`src/rtl/wdg_pkg.sv`:
```
package wdg_pkg;
  localparam logic [7:0] WDG_KEY       = 8'h5A;
  localparam int         WDG_KEY_W     = 8;
  localparam logic [7:0] WDG_OFF_CTRL  = 8'h1C;
  localparam logic [7:0] WDG_OFF_COUNT = 8'h24;
  localparam int         WDG_CFG_LSB   = 4;

  typedef enum logic [1:0] {
    CFG_NONE  = 2'b00,
    CFG_RSV_A = 2'b01,
    CFG_FULL  = 2'b10,
    CFG_RSV_B = 2'b11
  } wdg_cfg_e;
endpackage

```
`src/rtl/wdg_prescaler.sv`:
```
module wdg_prescaler #(
  parameter int DIV = 4
) (
  input  logic clk,
  input  logic rst_n,
  output logic tick
);
  generate
    if (DIV <= 1) begin : g_passthru
      assign tick = 1'b1;
    end else begin : g_divide
      localparam int PW = $clog2(DIV);
      localparam logic [PW-1:0] LAST = PW'(DIV - 1);
      logic [PW-1:0] div_q, div_d;
      logic          wrap;

      always_comb begin
        wrap  = (div_q == LAST);
        div_d = wrap ? '0 : div_q + 1'b1;
      end

      always_ff @(posedge clk or negedge rst_n) begin
        if (!rst_n) div_q <= '0;
        else        div_q <= div_d;
      end

      assign tick = wrap;
    end
  endgenerate
endmodule

```
`src/rtl/wdg_regs.sv`:
```
module wdg_regs
  import wdg_pkg::*;
#(
  parameter int ADDR_W = 8,
  parameter int DATA_W = 32,
  parameter int CNT_W  = 20
) (
  input  logic              clk,
  input  logic              rst_n,
  input  logic              wr_en,
  input  logic              rd_en,
  input  logic [ADDR_W-1:0] addr,
  input  logic [DATA_W-1:0] wdata,
  input  logic              expire,
  input  logic [CNT_W-1:0]  cnt_q,
  output logic              ctrl_wr,
  output logic              cnt_wr,
  output logic              any_wr,
  output logic              armed,
  output logic [DATA_W-1:0] rdata
);
  localparam int CTRL_W = DATA_W - WDG_KEY_W;
  localparam logic [ADDR_W-1:0] A_CTRL  = ADDR_W'(WDG_OFF_CTRL);
  localparam logic [ADDR_W-1:0] A_COUNT = ADDR_W'(WDG_OFF_COUNT);

  logic [CTRL_W-1:0] ctrl_q, ctrl_d;
  logic [DATA_W-1:0] rdata_q, rdata_d;
  logic              key_ok, hit_ctrl, hit_cnt;

  always_comb begin
    key_ok   = (wdata[DATA_W-1 -: WDG_KEY_W] == WDG_KEY);
    hit_ctrl = (addr == A_CTRL);
    hit_cnt  = (addr == A_COUNT);
    ctrl_wr  = wr_en && key_ok && hit_ctrl;
    cnt_wr   = wr_en && key_ok && hit_cnt;
    any_wr   = ctrl_wr || cnt_wr;
    armed    = (wdg_cfg_e'(ctrl_q[WDG_CFG_LSB +: 2]) == CFG_FULL);
  end

  always_comb begin
    ctrl_d = ctrl_q;
    if (ctrl_wr)
      ctrl_d = wdata[CTRL_W-1:0];
    else if (expire)
      ctrl_d[WDG_CFG_LSB +: 2] = CFG_NONE;
  end

  always_comb begin
    rdata_d = rdata_q;
    if (rd_en) begin
      if (hit_ctrl)     rdata_d = {{WDG_KEY_W{1'b0}}, ctrl_q};
      else if (hit_cnt) rdata_d = DATA_W'(cnt_q);
      else              rdata_d = '0;
    end
  end

  always_ff @(posedge clk or negedge rst_n) begin
    if (!rst_n) begin
      ctrl_q  <= '0;
      rdata_q <= '0;
    end else begin
      ctrl_q  <= ctrl_d;
      rdata_q <= rdata_d;
    end
  end

  assign rdata = rdata_q;
endmodule

```
`src/rtl/wdg_countdown.sv`:
```
module wdg_countdown #(
  parameter int CNT_W = 20
) (
  input  logic             clk,
  input  logic             rst_n,
  input  logic             tick,
  input  logic             armed,
  input  logic             cnt_wr,
  input  logic             any_wr,
  input  logic [CNT_W-1:0] load_val,
  output logic [CNT_W-1:0] cnt_q,
  output logic             expire
);
  logic [CNT_W-1:0] cnt_d;

  always_comb begin
    cnt_d  = cnt_q;
    expire = 1'b0;
    if (cnt_wr) begin
      cnt_d = load_val;
    end else if (!any_wr && tick && armed) begin
      if (cnt_q <= CNT_W'(1)) begin
        cnt_d  = '0;
        expire = 1'b1;
      end else begin
        cnt_d = cnt_q - 1'b1;
      end
    end
  end

  always_ff @(posedge clk or negedge rst_n) begin
    if (!rst_n) cnt_q <= '0;
    else        cnt_q <= cnt_d;
  end
endmodule

```
`src/rtl/wdg_reset_ctrl.sv`:
```
module wdg_reset_ctrl #(
  parameter int CLK_HZ  = 250_000_000,
  parameter int TICK_HZ = 65536,
  parameter int ADDR_W  = 8,
  parameter int DATA_W  = 32,
  parameter int CNT_W   = 20
) (
  input  logic              clk,
  input  logic              rst_n,
  input  logic              wr_en,
  input  logic              rd_en,
  input  logic [ADDR_W-1:0] addr,
  input  logic [DATA_W-1:0] wdata,
  output logic [DATA_W-1:0] rdata,
  output logic              reset_req
);
  localparam int RATIO = CLK_HZ / TICK_HZ;
  localparam int DIV   = (RATIO < 1) ? 1 : RATIO;

  logic             rst_meta_q, rst_sync_n;
  logic             tick, expire, armed;
  logic             ctrl_wr, cnt_wr, any_wr;
  logic [CNT_W-1:0] cnt_q;
  logic             reset_req_q;

  // Asynchronous assert, two-stage synchronous release
  always_ff @(posedge clk or negedge rst_n) begin
    if (!rst_n) begin
      rst_meta_q <= 1'b0;
      rst_sync_n <= 1'b0;
    end else begin
      rst_meta_q <= 1'b1;
      rst_sync_n <= rst_meta_q;
    end
  end

  wdg_prescaler #(.DIV(DIV)) u_presc (
    .clk   (clk),
    .rst_n (rst_sync_n),
    .tick  (tick)
  );

  wdg_regs #(.ADDR_W(ADDR_W), .DATA_W(DATA_W), .CNT_W(CNT_W)) u_regs (
    .clk     (clk),
    .rst_n   (rst_sync_n),
    .wr_en   (wr_en),
    .rd_en   (rd_en),
    .addr    (addr),
    .wdata   (wdata),
    .expire  (expire),
    .cnt_q   (cnt_q),
    .ctrl_wr (ctrl_wr),
    .cnt_wr  (cnt_wr),
    .any_wr  (any_wr),
    .armed   (armed),
    .rdata   (rdata)
  );

  wdg_countdown #(.CNT_W(CNT_W)) u_cnt (
    .clk      (clk),
    .rst_n    (rst_sync_n),
    .tick     (tick),
    .armed    (armed),
    .cnt_wr   (cnt_wr),
    .any_wr   (any_wr),
    .load_val (wdata[CNT_W-1:0]),
    .cnt_q    (cnt_q),
    .expire   (expire)
  );

  always_ff @(posedge clk or negedge rst_sync_n) begin
    if (!rst_sync_n) reset_req_q <= 1'b0;
    else             reset_req_q <= expire;
  end

  assign reset_req = reset_req_q;
endmodule

```
`config.mk`:
```
export PLATFORM = sky130hd
export DESIGN_NAME = wdg_reset_ctrl
export DESIGN_NICKNAME = d
export VERILOG_FILES = /design/src/rtl/wdg_pkg.sv /design/src/rtl/wdg_prescaler.sv /design/src/rtl/wdg_regs.sv /design/src/rtl/wdg_countdown.sv /design/src/rtl/wdg_reset_ctrl.sv
export SDC_FILE = /design/constraint.sdc
export NUM_CORES = 1
export LEC_CHECK = 0
export BUFFER_PORTS_ARGS = -buffer_cell sky130_fd_sc_hd__buf_2
export CAP_MARGIN = 20
export CORE_MARGIN = 5
export CORE_UTILIZATION = 52
export DETAILED_ROUTE_END_ITERATION = 12
export PLACE_DENSITY = 0.79
export RECOVER_POWER = 25
export SLEW_MARGIN = 20
export SYNTH_ARGS = -nofsm -noshare
export SYNTH_HDL_FRONTEND = slang
export SYNTH_SLANG_ARGS = --single-unit
```
`constraint.sdc`:
```
create_clock -name clk -period 3.5 [get_ports clk]
set_input_delay 0.35 -clock clk [delete_from_list [all_inputs] [get_ports clk]]
set_output_delay 0.35 -clock clk [all_outputs]
set_load 0.02 [all_outputs]
```
==> flow_metrics.tcl, run 1 <==
set metrics [dict create \
    status "complete, no violations" \
    required_ns 3.68 \
    synth-simple-area-share_pct 18.4 \
    maxCapViolations 0 \
    synth_area_leaders "dfrtp_1 51%, mux2_2 6.1%, nor2_1 5.9%" \
    syn-cell-area_um2 4040 \
    wl_um 8920 \
    grt_setup_unrepaired "false" \
    clkSlewWorstSetupHoldPaths_ns 0.09 \
    die_y_um 98.1 \
    fin_crit_ns 2.52 \
    htree_levels 3 \
    yosysTopAreaCell "dfrtp_1" \
    r2r_cells 7 \
    grt_use_total_pct 19.0 \
    die-area_um2 9620 \
    gp_congestion 0.908 \
    insertion_delay_ns 0.34 \
    grt_antenna_before_repair 0 \
    slew_headroom_pct 15.4 \
    portBuffers 68 \
    dp_cells 567 \
    hpwl_um 6320 \
    worstSetupPathType "flip-flop to flip-flop" \
    syn2layout_area_growth_pct 15.8 \
    p_per_area_nw_per_um2 387 \
    wl_per_cell_um 15.2 \
    cts_sinks 83 \
    cts_made_buffers 9 \
    worstPathArrival_ns 2.70 \
    ant_nets 0 \
    synthArstFlopShare_pct 100 \
    synth-adder-area-share_pct 1.24 \
    p_leak_nw 2.24 \
    ctsRootBufferMaster "clkbuf_8" \
    synthXorXnorAreaFrac_pct 1.74 \
    holdPathStages 3 \
    grt_pass1_wl_um 15300 \
    synth-seq-area-share_pct 51.5 \
    io-pin-count 77 \
    grt_pass1_vias 3313 \
    ff2ff_setup_slack_ns 0.98 \
    drc 0 \
    ys_seq_elements 83 \
    cts_tree "done" \
    initial_core_util_pct 52.8 \
    hold_end "u_cnt.cnt_q[0]" \
    synth_top_family_by_area "simple AND/OR/NAND/NOR gates" \
    drt_first_pass_iters 4 \
    hold_start "wdata[0]" \
    critPathLaunchType "flip-flop" \
    num_vias 3265 \
    core_area_um2 7650 \
    std_cell_rows 32 \
    regToRegEndpoint "u_cnt.cnt_q[5]" \
    nFillCells 666 \
    grt_overflow 0 \
    synth_top_area_share_pct 51.5 \
    setup_ws_ns 0.978 \
    num-nets-final 526 \
    r2r-start "u_cnt.cnt_q[7]" \
    syn_area_per_cell_um2 9.87 \
    synth.area.mux_share_pct 6.14 \
    ys.flop_type "dfrtp_1" \
    synth.distinct_cells 48 \
    drive_gt1_share_pct 26.3 \
    synth_compound_area_share_pct 15.9 \
    peakVddDrop_mv 0.247 \
    syn_inst 409 \
    worstHoldPathType "primary input to flip-flop" \
    worstSetupEndpointType "flip-flop" \
    period_share_pct 72.1 \
    dieWidth_um 98.1 \
    layout_common_cells "83 x dfrtp_1, 67 x buf_2, 62 x nor2_1" \
    drt-initial-drc-count 134 \
    yosysWarnings 0 \
    finalHoldViolCount 0 \
    drv_slew 0 \
    skew_ns 0.0136 \
    final_common_cell "dfrtp_1" \
    clock_path_buffers 2 \
    viasPerCell 5.58 \
    synth_edf_count 0 \
    tightest_slew_ns 1.27 \
    setup_viol 0 \
    pre_cts_slack_ns 0.992 \
    diodes 0 \
    grt_max_degree 82 \
    max_freq_ghz 0.397 \
    crit_fanout 15 \
    post-cts-setup-buffer-count 0 \
    fin_cells 585 \
    finalSetupTns_ns 0 \
]
## final cells by class
| type | instances | area, um^2 | share of cell area [%] |
|---|---|---|---|
| clock buffers | 10 | 138 | 2.94 |
| clock inverters | 6 | 71.3 | 1.53 |
| inverters | 11 | 41.3 | 0.883 |
| multi-input cells | 293 | 1790 | 38.3 |
| flip-flops and latches | 83 | 2080 | 44.4 |
| well taps | 102 | 128 | 2.73 |
| repair buffers | 80 | 429 | 9.18 |
## how the worst max path moves through the flow
stage / cells after the start / slack [ns] / to / start
4_1_cts: 7 / 1.0 / u_cnt.cnt_q[5] / u_cnt.cnt_q[7]
6_report: 7 / 0.98 / u_cnt.cnt_q[5] / u_cnt.cnt_q[7]
5_1_grt: 1 / 0.68 / u_regs.ctrl_q[6] / rst_sync_n
3_3_place_gp: 7 / 1.07 / u_cnt.cnt_q[5] / u_cnt.cnt_q[7]
2_1_floorplan: 0 / 1.02 / reset_req / rst_sync_n
3_5_place_dp: 8 / 0.99 / u_cnt.cnt_q[9] / addr[1]
## Yosys cell counts, types with 3 or more instances
cell type	n
a21oi_1	30
a22oi_1	23
a31oi_1	11
buf_4	8
clkbuf_1	18
dfrtp_1	83
ha_1	4
inv_1	11
mux2_2	22
nand2_1	20
nand2b_1	4
nand3_1	15
nand4_1	3
nor2_1	63
nor3_1	9
nor4_1	6
o21ai_0	18
o21ai_1	10
or3_1	4
or4_1	4
xnor2_1	3
xor2_1	5
## timing repair
| item | 4_1_cts | 5_1_grt |
|---|---|---|
| gates resized for setup | 0 | 0 |
| endpoints found under the hold margin | 2 | 0 |
| hold buffers | 1 | 0 |
## registers in the layout (all words and copies together), names as in the netlist
register                cells
u_regs.rdata               24
rst_sync_n                  1
u_cnt.cnt_q                20
rst_meta_q                  1
u_presc.g_divide.div_q     12
u_regs.ctrl_q              24
reset_req                   1
## power by group
part	internal, mW	switching (mW)	total, mW
Combinational	0.0388	0.0745	0.113
Sequential	0.975	0.0140	0.989
Clock	0.355	0.353	0.708
## cell families (layout without fill, tap and decap cells)
group,after synthesis,in the layout
adders and majority gates,4,4
xor gates and xnor gates,8,8
AOI/OAI and AO/OA,104,104
and+or+nand+nor,146,146
muxes,22,22
other,2,9
DFF,83,83
buffers and inverters,40,107
## per-stage QoR
stage / util [%] / total power [mW] / cell area [um^2] / hold slack, ns
floorplan: - / 1.07 / 4060 / 0.0544
global placement: 58.3 / 1.12 / 4460 / 0.136
detailed placement: 58.3 / 1.12 / 4460 / 0.136
CTS: 61.1 / 1.83 / 4670 / 0.233
global route: 61.1 / 1.88 / 4670 / 0.223
finish: 61.1 / 1.81 / 4670 / 0.238
## routing by layer
layer  GRT usage, %  part of all wire (%)
met1           24.4                    42
met2           31.9                    50
met3           4.71                   5.9
met4           5.75                   1.3
met5              0                     0
## critical path: stages, from the launching register on
cell and delay (ns):
dfrtp_1 0.42, or4_4 0.58, or4_4 0.48, nor4_4 0.25, buf_4 0.25, or3_1 0.19
or3_1 0.12, a31oi_1 0.08
No activity file was read; power rests on OpenSTA's default activity.
==> inputs of run 2 (changes only) <==
CORE_UTILIZATION = 50   (was 52)
clock period = 2.2 ns   (was 3.5 ns; I/O delays follow)
==> run 2 against run 1 <==
Effect of this change: the flow now finishes with violations (negative setup slack); power is 59% higher; largest cell class unchanged; cell area rose by 7.9%; via count up 8.2%; worst hold slack got worse by 0.16 ns.
==> flow_metrics.tcl, run 2 (synthesis results as in run 1) <==
set metrics [dict create \
    cpPeakStageDelay_ns 0.54 \
    setup_ws_ns -0.117 \
    grt_antenna_before_repair 0 \
    cp_cell_sequence "or4_4 > or4_4 > nor4_4 > buf_4 > or3_1 > or4_1 > a31oi_1" \
    drive_gt1_share_pct 33.5 \
    ctsRootBufferMaster "clkbuf_8" \
    cts_sinks 83 \
    clkSlewWorstSetupHoldPaths_ns 0.09 \
    hpwl_um 7220 \
    p_comb_share_pct 6.3 \
    layout_common_cells "83 x dfrtp_1, 67 x buf_2, 59 x nor2_1" \
    setup_viol 16 \
    worstPathArrival_ns 2.55 \
    seqPwrFrac_pct 54.7 \
    drt-initial-drc-count 170 \
    grt_overflow 0 \
    std_cell_rows 32 \
    grt_max_degree 49 \
    portBuffers 68 \
    violations "negative setup slack" \
    internal-power_mw 2.15 \
    ff2ff_setup_slack_ns -0.12 \
    drt_first_pass_iters 4 \
    grt_use_total_pct 20.9 \
    finalHoldViolCount 0 \
    switching_power_mw 0.733 \
    max_freq_ghz 0.432 \
    cpMaxStageDelayCell "or4_4" \
    path_buf_inv 1 \
    crit_family "simple AND/OR/NAND/NOR gates" \
    period_share_pct 105 \
    clock_path_buffers 2 \
    dieWidth_um 99.8 \
    p_leak_nw 2.43 \
    worstSetupPathType "flip-flop to flip-flop" \
    clock_power_share_pct 39.0 \
    hold_ws_ns 0.0767 \
    io-pin-count 77 \
    grt_setup_unrepaired "true" \
    finalSetupTns_ns -1.35 \
    peakVddDrop_mv 0.472 \
    num_vias 3533 \
    gp_congestion 0.943 \
    worstHoldPathType "primary input to flip-flop" \
    status "finished with violations" \
    cts_made_buffers 9 \
    cts_tree "done" \
    die-area_um2 9970 \
    maxCapViolations 0 \
    worstSetupEndpointType "flip-flop" \
    ant_nets 0 \
    crit_fanout 10 \
    required_ns 2.43 \
    num-nets-final 563 \
    viasPerCell 5.68 \
    cpMostUsedCell "or4_4" \
    insertion_delay_ns 0.37 \
    sw_frac_of_total_pct 25.5 \
    diodes 0 \
    drc 0 \
    wl_um 9990 \
    core_area_um2 7810 \
    grt_pass1_wl_um 16800 \
    slew_headroom_pct 10.2 \
    initial_core_util_pct 51.7 \
    tightest_slew_ns 1.35 \
    final_common_cell "dfrtp_1" \
    syn2layout_area_growth_pct 25.0 \
    finalPower_mw 2.88 \
    fin_crit_ns 2.32 \
    skew_ns 0.0145 \
    grt_pass1_vias 3637 \
    critPathLaunchType "flip-flop" \
    p_per_area_nw_per_um2 571 \
    htree_levels 3 \
    wl_per_cell_um 16.1 \
    drv_slew 0 \
    nFillCells 654 \
    die_y_um 99.8 \
]
run 2: cell count changes in the layout (fill, tap and decap cells not counted), moves of 3 or more:
cell / before / now
buf_4: 10 / 41
o21ai_0: 18 / 11
buf_6: 0 / 5
nor2_1: 62 / 59
o21ai_1: 10 / 16
run 2: metal layers:
layer	wire length [um]	share of wire, %	vias up	track usage (%)
met2	4950	50	113	34.4
met5	0	0	-	0
met3	603	6.0	13	5.91
met1	4300	43	1739	26.9
li1	-	-	1668	-
met4	133	1.3	0	6.20
run 2: area by class of cell:
| type | count | area, um^2 | share of cell area [%] |
|---|---|---|---|
| Sequential cell | 83 | 2080 | 41.2 |
| Inverter | 11 | 41.3 | 0.819 |
| Tap cell | 102 | 128 | 2.53 |
| Timing Repair Buffer | 117 | 753 | 14.9 |
| Clock inverter | 7 | 75.1 | 1.49 |
| Clock buffer | 9 | 124 | 2.46 |
| Multi-Input combinational cell | 293 | 1850 | 36.6 |
run 2: timing repair:
item,in CTS,in global routing
setup buffers,3,1
pin swaps,4,11
hold buffers,1,0
endpoints found under the hold margin,2,0
resized for setup,8,13
cloned,0,0
endpoints found under the setup margin,20,21
run 2: through the flow:
stage               cell area [um^2]  setup slack (ns)  instances  util, %
finish                          5040            -0.117        622     64.6
global route                    5040            -0.208        622     64.6
CTS                             5010            -0.112        621     64.1
detailed placement              4750            -0.179        601     60.8
global placement                4750            -0.133        601     60.8
floorplan                       4070            -0.204        416        -
run 2: path summary, 6_finish.rpt:
path | startpoint | end | depth (start not counted)
setup / recovery | u_cnt.cnt_q[7] | u_cnt.cnt_q[15] | 7
hold / removal | wdata[22] | u_regs.ctrl_q[22] | 2
setup reg to reg | u_cnt.cnt_q[7] | u_cnt.cnt_q[15] | 7
hold reg to reg | rst_meta_q | rst_sync_n | 0
max in group asynchronous | rst_sync_n | u_cnt.cnt_q[2] | 1
min in group asynchronous | rst_n | rst_meta_q | 2
run 2: power groups by stage:
stage	registers, mW	clock network [mW]	logic (mW)
finish	1.57	1.12	0.181
global route	1.58	1.21	0.201
floorplan	1.65	0	0.0619
CTS	1.58	1.15	0.186
global placement	1.61	0	0.180
detailed placement	1.61	0	0.184
